===== src/rtl/bscan_pkg.sv =====
package bscan_pkg;

  typedef enum logic [1:0] {
    INS_OTHER   = 2'd0,
    INS_SAMPLE  = 2'd1,
    INS_PRELOAD = 2'd2,
    INS_EXTEST  = 2'd3
  } bs_instr_e;

  // Any of the three boundary instructions puts the chain in the scan path.
  function automatic logic chain_selected(input bs_instr_e code);
    return (code == INS_SAMPLE) || (code == INS_PRELOAD) || (code == INS_EXTEST);
  endfunction

  // Only external test disconnects the core from the pins.
  function automatic logic core_isolated(input bs_instr_e code);
    return code == INS_EXTEST;
  endfunction

endpackage


===== src/rtl/bscan_shift_stage.sv =====
module bscan_shift_stage #(
  parameter int IN_CELLS  = 4,
  parameter int OUT_CELLS = 4,
  localparam int LEN = IN_CELLS + OUT_CELLS
) (
  input  logic                 tck,
  input  logic                 trst_n,
  input  logic                 cap_en,
  input  logic                 shift_en,
  input  logic                 tdi,
  input  logic [IN_CELLS-1:0]  cap_pins,
  input  logic [OUT_CELLS-1:0] cap_drive,
  output logic [LEN-1:0]       sr_q
);

  logic [LEN-1:0] cap_val;
  logic [LEN-1:0] shift_val;

  for (genvar i = 0; i < LEN; i++) begin : g_cell
    if (i < IN_CELLS) begin : g_in
      assign cap_val[i] = cap_pins[i];
    end else begin : g_out
      assign cap_val[i] = cap_drive[i-IN_CELLS];
    end
    if (i == LEN-1) begin : g_head
      assign shift_val[i] = tdi;
    end else begin : g_link
      assign shift_val[i] = sr_q[i+1];
    end
  end

  always_ff @(posedge tck or negedge trst_n) begin
    if (!trst_n)       sr_q <= '0;
    else if (cap_en)   sr_q <= cap_val;
    else if (shift_en) sr_q <= shift_val;
  end

  AST_SHIFT_HEAD: assert property (@(posedge tck) disable iff (!trst_n)
    (shift_en && !cap_en) |=> sr_q[LEN-1] == $past(tdi));
  AST_SHIFT_MOVE: assert property (@(posedge tck) disable iff (!trst_n)
    (shift_en && !cap_en) |=> sr_q[LEN-2:0] == $past(sr_q[LEN-1:1]));
  AST_CAPTURE_PINS: assert property (@(posedge tck) disable iff (!trst_n)
    cap_en |=> sr_q[IN_CELLS-1:0] == $past(cap_pins));
  AST_IDLE_HOLD: assert property (@(posedge tck) disable iff (!trst_n)
    (!cap_en && !shift_en) |=> $stable(sr_q));

endmodule


===== src/rtl/bscan_update_bank.sv =====
module bscan_update_bank #(
  parameter int LEN = 8
) (
  input  logic           tck,
  input  logic           trst_n,
  input  logic           clr,
  input  logic           load,
  input  logic [LEN-1:0] d,
  output logic [LEN-1:0] q
);

  always_ff @(negedge tck or negedge trst_n) begin
    if (!trst_n)   q <= '0;
    else if (clr)  q <= '0;
    else if (load) q <= d;
  end

  AST_UPDATE_LOAD: assert property (@(negedge tck) disable iff (!trst_n)
    (load && !clr) |=> q == $past(d));
  AST_TLR_CLEAR: assert property (@(negedge tck) disable iff (!trst_n)
    clr |=> q == '0);
  AST_LATCH_HOLD: assert property (@(negedge tck) disable iff (!trst_n)
    (!load && !clr) |=> $stable(q));

endmodule


===== src/rtl/bscan_pin_mux.sv =====
module bscan_pin_mux #(
  parameter int IN_CELLS  = 4,
  parameter int OUT_CELLS = 4,
  localparam int LEN = IN_CELLS + OUT_CELLS
) (
  input  logic                 isolate,
  input  logic [LEN-1:0]       upd_q,
  input  logic [OUT_CELLS-1:0] core_out,
  input  logic [IN_CELLS-1:0]  pin_in,
  output logic [OUT_CELLS-1:0] pin_out,
  output logic [IN_CELLS-1:0]  core_in
);

  for (genvar j = 0; j < OUT_CELLS; j++) begin : g_drive
    assign pin_out[j] = isolate ? upd_q[IN_CELLS+j] : core_out[j];
  end

  for (genvar i = 0; i < IN_CELLS; i++) begin : g_recv
    assign core_in[i] = isolate ? upd_q[i] : pin_in[i];
  end

endmodule


===== src/rtl/bscan_chain.sv =====
module bscan_chain #(
  parameter int IN_CELLS  = 4,
  parameter int OUT_CELLS = 4
) (
  input  logic                 tck,
  input  logic                 trst_n,
  input  logic                 tlr,
  input  logic [1:0]           instr_sel,
  input  logic                 capture_dr,
  input  logic                 shift_dr,
  input  logic                 update_dr,
  input  logic                 tdi,
  output logic                 bsr_tdo,
  output logic                 bsr_sel,
  input  logic [OUT_CELLS-1:0] core_out,
  output logic [OUT_CELLS-1:0] pin_out,
  input  logic [IN_CELLS-1:0]  pin_in,
  output logic [IN_CELLS-1:0]  core_in
);
  import bscan_pkg::*;

  localparam int LEN = IN_CELLS + OUT_CELLS;

  bs_instr_e      mode;
  logic           isolate;
  logic           cap_en;
  logic           shift_en;
  logic           upd_load;
  logic           tlr_clr;
  logic [LEN-1:0] sr_q;
  logic [LEN-1:0] upd_q;

  assign mode     = bs_instr_e'(instr_sel);
  assign bsr_sel  = chain_selected(mode);
  assign isolate  = core_isolated(mode);
  assign cap_en   = bsr_sel && capture_dr;
  assign shift_en = bsr_sel && shift_dr;
  assign upd_load = bsr_sel && update_dr;
  assign tlr_clr  = tlr;
  assign bsr_tdo  = sr_q[0];

  bscan_shift_stage #(.IN_CELLS(IN_CELLS), .OUT_CELLS(OUT_CELLS)) u_shift (
    .tck      (tck),
    .trst_n   (trst_n),
    .cap_en   (cap_en),
    .shift_en (shift_en),
    .tdi      (tdi),
    .cap_pins (pin_in),
    .cap_drive(pin_out),
    .sr_q     (sr_q)
  );

  bscan_update_bank #(.LEN(LEN)) u_update (
    .tck   (tck),
    .trst_n(trst_n),
    .clr   (tlr_clr),
    .load  (upd_load),
    .d     (sr_q),
    .q     (upd_q)
  );

  bscan_pin_mux #(.IN_CELLS(IN_CELLS), .OUT_CELLS(OUT_CELLS)) u_mux (
    .isolate (isolate),
    .upd_q   (upd_q),
    .core_out(core_out),
    .pin_in  (pin_in),
    .pin_out (pin_out),
    .core_in (core_in)
  );

  AST_PIN_STEADY: assert property (@(negedge tck) disable iff (!trst_n)
    (isolate && !upd_load && !tlr_clr) ##1 isolate |-> $stable(pin_out));
  AST_CAPTURE_DRIVE: assert property (@(posedge tck) disable iff (!trst_n)
    cap_en |=> sr_q[LEN-1:IN_CELLS] == $past(pin_out));
  AST_NO_SCAN_WHEN_IDLE: assert property (@(posedge tck) disable iff (!trst_n)
    (!bsr_sel) |=> $stable(sr_q));

endmodule


===== config.mk =====
export PLATFORM = sky130hd
export DESIGN_NAME = bscan_chain
export DESIGN_NICKNAME = d
export VERILOG_FILES = /design/src/rtl/bscan_pkg.sv /design/src/rtl/bscan_shift_stage.sv /design/src/rtl/bscan_update_bank.sv /design/src/rtl/bscan_pin_mux.sv /design/src/rtl/bscan_chain.sv
export SDC_FILE = /design/constraint.sdc
export NUM_CORES = 1
export LEC_CHECK = 0
export BUFFER_PORTS_ARGS = -buffer_cell sky130_fd_sc_hd__buf_2
export CORE_MARGIN = 5
export CORE_UTILIZATION = 46
export CTS_BUF_LIST = sky130_fd_sc_hd__clkbuf_2
export DETAILED_ROUTE_END_ITERATION = 10
export MAX_ROUTING_LAYER = met4
export PLACE_DENSITY_LB_ADDON = 0.15
export SKIP_CTS_REPAIR_TIMING = 1
export SLEW_MARGIN = 10
export SYNTH_ARGS = -nofsm -noshare
export SYNTH_HDL_FRONTEND = slang
export SYNTH_SLANG_ARGS = --single-unit
export TNS_END_PERCENT = 10

===== constraint.sdc =====
create_clock -name tck -period 1.07 [get_ports tck]
set_input_delay 0.1605 -clock tck [delete_from_list [all_inputs] [get_ports tck]]
set_output_delay 0.1605 -clock tck [all_outputs]
set_load 0.1 [all_outputs]

Word level (Yosys, flattened, before mapping) --
Cells that the tools add are included.
Word-level totals: input port bits 17, memories kept 0, bits in read-only memories 0, word-level logic and storage cells 24, output and inout port bits 10, bits in latches 0, flip-flop bits (word level) 16, memory bits (writable) 0
Cells by class: $lt $le $gt $ge 0, reductions and logical operators 7, add/subtract/negate cells 0, shift-type cells 0, eq/ne operators 3, bitwise logic cells 0, div/mod/pow operators 0, multipliers 0, multiplexer cells 12
Operator list (number):
- $mux W8 | 4
- $mux W1 | 8
- $eq A2 B2 Y1 const B | 2
- $reduce_bool A2 Y1 | 2
- $logic_and A1 B1 Y1 | 3
- $eq A2 B1 Y1 const B | 1
- $logic_or A1 B1 Y1 | 2

Longest topological paths before layout --
depth after elaboration 6, depth in mapped cells 4

By module --
From an unflattened synthesis, not the netlist that was laid out.
Second synthesis, totals: cells, all modules 74, area total of the unflattened synthesis 865.8 um^2
By module, submodules not included:
- bscan_shift_stage | area each 372.9 um^2, sequential area each 200.2 um^2, instances 1, cells each 34
- bscan_update_bank | area each 325.3 um^2, sequential area each 200.2 um^2, instances 1, cells each 26
- bscan_pin_mux | area each 131.4 um^2, sequential area each 0.0 um^2, instances 1, cells each 9
- bscan_chain | area each 36.3 um^2, sequential area each 0.0 um^2, instances 1, cells each 5

==> impl_metrics.env <==
export IMPL_outcome="complete, but fails checks"
export IMPL_power_per_cell_area_mw_per_mm2=1330
export IMPL_cp_required_ns=0.91
export IMPL_ioPinCount=27
export IMPL_die_x_um=55.0
export IMPL_worstSetupEndpointType="primary output"
export IMPL_vdd_drop_max_mv=1.06
export IMPL_grt_overflow=0
export IMPL_syn2layout_area_growth_pct=54.8
export IMPL_route_vias_total=958
export IMPL_path_max_fanout=2
export IMPL_coreArea_mm2=0.00194
export IMPL_rows=16
export IMPL_dieArea_mm2=0.00303
export IMPL_synth_area_um2=932
export IMPL_dpl_cell_area_mm2=0.00135
export IMPL_yosys_most_used_dff="dfrtp_1"
export IMPL_finalClockSkew_ns=0.0310
export IMPL_clkLatencyLatePin_ns=0.31
export IMPL_drive_above_1_share_pct=53.7
export IMPL_cts_tree="yes"
export IMPL_fin_nets=152
export IMPL_n_antenna_cell=0
export IMPL_drc=0
export IMPL_whs_ns=0.128
export IMPL_finalHoldViolations=0
export IMPL_critPathTopFamily="flip-flops"
export IMPL_synth_largest_area_cell="dfrtn_1"
export IMPL_die_height_um=55.0
export IMPL_cts_sinks=16
export IMPL_synth_mux_area_share_pct=14.4
export IMPL_total_power_mw=1.92
export IMPL_crit_arrival_ns=1.66
export IMPL_numPortBuffers=26
export IMPL_worst_pin_slew_ns=0.423
export IMPL_critPathMaxStageDelay_ns=0.38
export IMPL_relSlewSlack_pct=71.7
export IMPL_dp_final_hpwl_um=1990
export IMPL_syn_avg_cell_area_um2=9.92
export IMPL_synth_distinct_cells=30
export IMPL_setup_viol=22
export IMPL_root_buffer="clkbuf_2"
export IMPL_ff_latch_area_um2=404
export IMPL_finalNonFillerCells=161
export IMPL_synth_compound_area_share_pct=22.7
export IMPL_synth_common_cells="a21oi_1 (12), mux2_2 (11), o22ai_1 (11)"
export IMPL_critPathLaunchType="register"
export IMPL_hp_class="input port to async pin"
export IMPL_synth_xor_area_share_pct=0.940
export IMPL_start_util_pct=48.0
export IMPL_dpl_worst_slack_ns=-0.427
export IMPL_setup_ws_ns=-0.753
export IMPL_path_cells="mux2_4 > buf_12"
export IMPL_drv_cap=0
export IMPL_rsz0062_at_grt="yes"
export IMPL_syn_inst=94
export IMPL_synth_area_leaders="dfrtn_1 (21%), dfrtp_1 (21%), mux2_2 (13%), o22ai_1 (7.4%), a21oi_1 (6.4%)"
export IMPL_antenna_found_initial=0
export IMPL_drt_vias_per_instance=5.95
export IMPL_synth_top_family_by_area="compound AO/OA/AOI/OAI gates"
export IMPL_violations="setup timing"
export IMPL_grt_pass1_vias=939
export IMPL_path_buf_inv=1
export IMPL_synth_fa_ha_area_share_pct=0
export IMPL_grt_max_degree=17
export IMPL_grt_usage_pct=22.7
export IMPL_wl_per_cell_um=18.5
export IMPL_synthSimpleGateAreaFrac_pct=13.6
export IMPL_ys_ff_latch=16
export IMPL_dp_cells=155
export IMPL_yosys_warnings=0
export IMPL_htree_levels=1
export IMPL_multi_input_area_um2=567
export IMPL_numCtsBuffers=3
export IMPL_seq_area_frac_synth_pct=43.0
export IMPL_wirelength_um=2980
export IMPL_postSynthNetCount=111
export IMPL_crit_type="register to primary output"
export IMPL_grt_first_pass_wirelength_um=4630
export IMPL_netlist_area_leader_share_pct=21.5
export IMPL_final_cell_area_mm2=0.00144
export IMPL_clockBufferDepth=2
export IMPL_synth_most_common_cell="a21oi_1"
export IMPL_ant_nets=0
export IMPL_gp_congestion=0.828
export IMPL_synth_edf_count=0
export IMPL_async_flop_share_pct=100
export IMPL_clk_pin_slew_ns=0.11
export IMPL_drt_iter0_drc=52
export IMPL_cp_slowest_cell="dfrtn_1"
export IMPL_leakage_nw=0.658
export IMPL_drt_pre_antenna_iters=4
export IMPL_fillers=144
export IMPL_slew_violations=0
## report_power, final
group	leakage [nW]	switching, mW	internal (mW)	total (mW)
clock	0.0166	0.210	0.0990	0.309
combinational	0.446	0.513	0.374	0.886
sequential	0.195	0.0446	0.681	0.725
total	0.658	0.767	1.15	1.92
## cell type report
class | count | share of cell area (%)
multi-input combinational | 70 | 39.3
tap | 27 | 2.34
inverter | 1 | 0.260
timing repair buffer | 43 | 28.7
clock buffer | 4 | 1.39
sequential | 16 | 28.0
## sequential cells by signal (all words and copies together), names as in the netlist
signal,count
u_shift.sr_q,8
u_update.q,8
## path summary, 6_finish.rpt
path / from / endpoint / cells after the start / slack [ns]
setup / recovery: u_update.q[1]$_DFFE_NN0P_ / core_in[1] / 2 / -0.75
hold / removal: trst_n / u_update.q[0]$_DFFE_NN0P_ / 1 / 0.13
setup reg to reg: u_update.q[4]$_DFFE_NN0P_ / u_shift.sr_q[4]$_DFFE_PN0P_ / 4 / -0.50
hold reg to reg: u_update.q[2]$_DFFE_NN0P_ / u_update.q[2]$_DFFE_NN0P_ / 2 / 0.50
max in group asynchronous: trst_n / u_shift.sr_q[0]$_DFFE_PN0P_ / 2 / 0.27
min in group tck: pin_in[1] / u_shift.sr_q[1]$_DFFE_PN0P_ / 3 / 0.13
## logic make-up (layout without fill, tap and decap cells)
group / after synthesis / count (layout)
xor gates and xnor gates: 1 / 1
AOI/OAI and AO/OA: 32 / 32
muxes: 12 / 12
DFF: 16 / 16
buffers and inverters: 8 / 48
and+or+nand+nor: 25 / 25
## per-stage QoR
stage | util, % | setup TNS [ns]
finish | 74.3 | -9.36
global route | 74.3 | -10.13
CTS | 70.7 | -9.29
detailed placement | 69.7 | -8.25
global placement | 69.7 | -7.92
floorplan | - | -6.98
## cells in the final DEF, fill, tap and decap left out, types with 2 or more instances in the layout
master	instances
mux2_4	9
buf_12	10
clkbuf_2	4
mux2_2	2
buf_4	15
o22ai_1	11
buf_2	16
a21oi_2	4
nand3_1	3
nand3_2	4
dfrtn_1	8
nand2_1	8
nor2_1	4
dfrtp_1	7
o32ai_2	2
a21oi_1	8
## layer usage
layer	routed length (um)	share of wire [%]	vias to the layer above	GRT usage, %
met2	1450	49	53	34.8
met1	1200	40	461	28.9
met3	225	7.6	11	3.49
met4	102	3.4	0	11.7
li1	-	-	433	-
met5	0	0	-	-
Power figures use the tool's default switching activity.
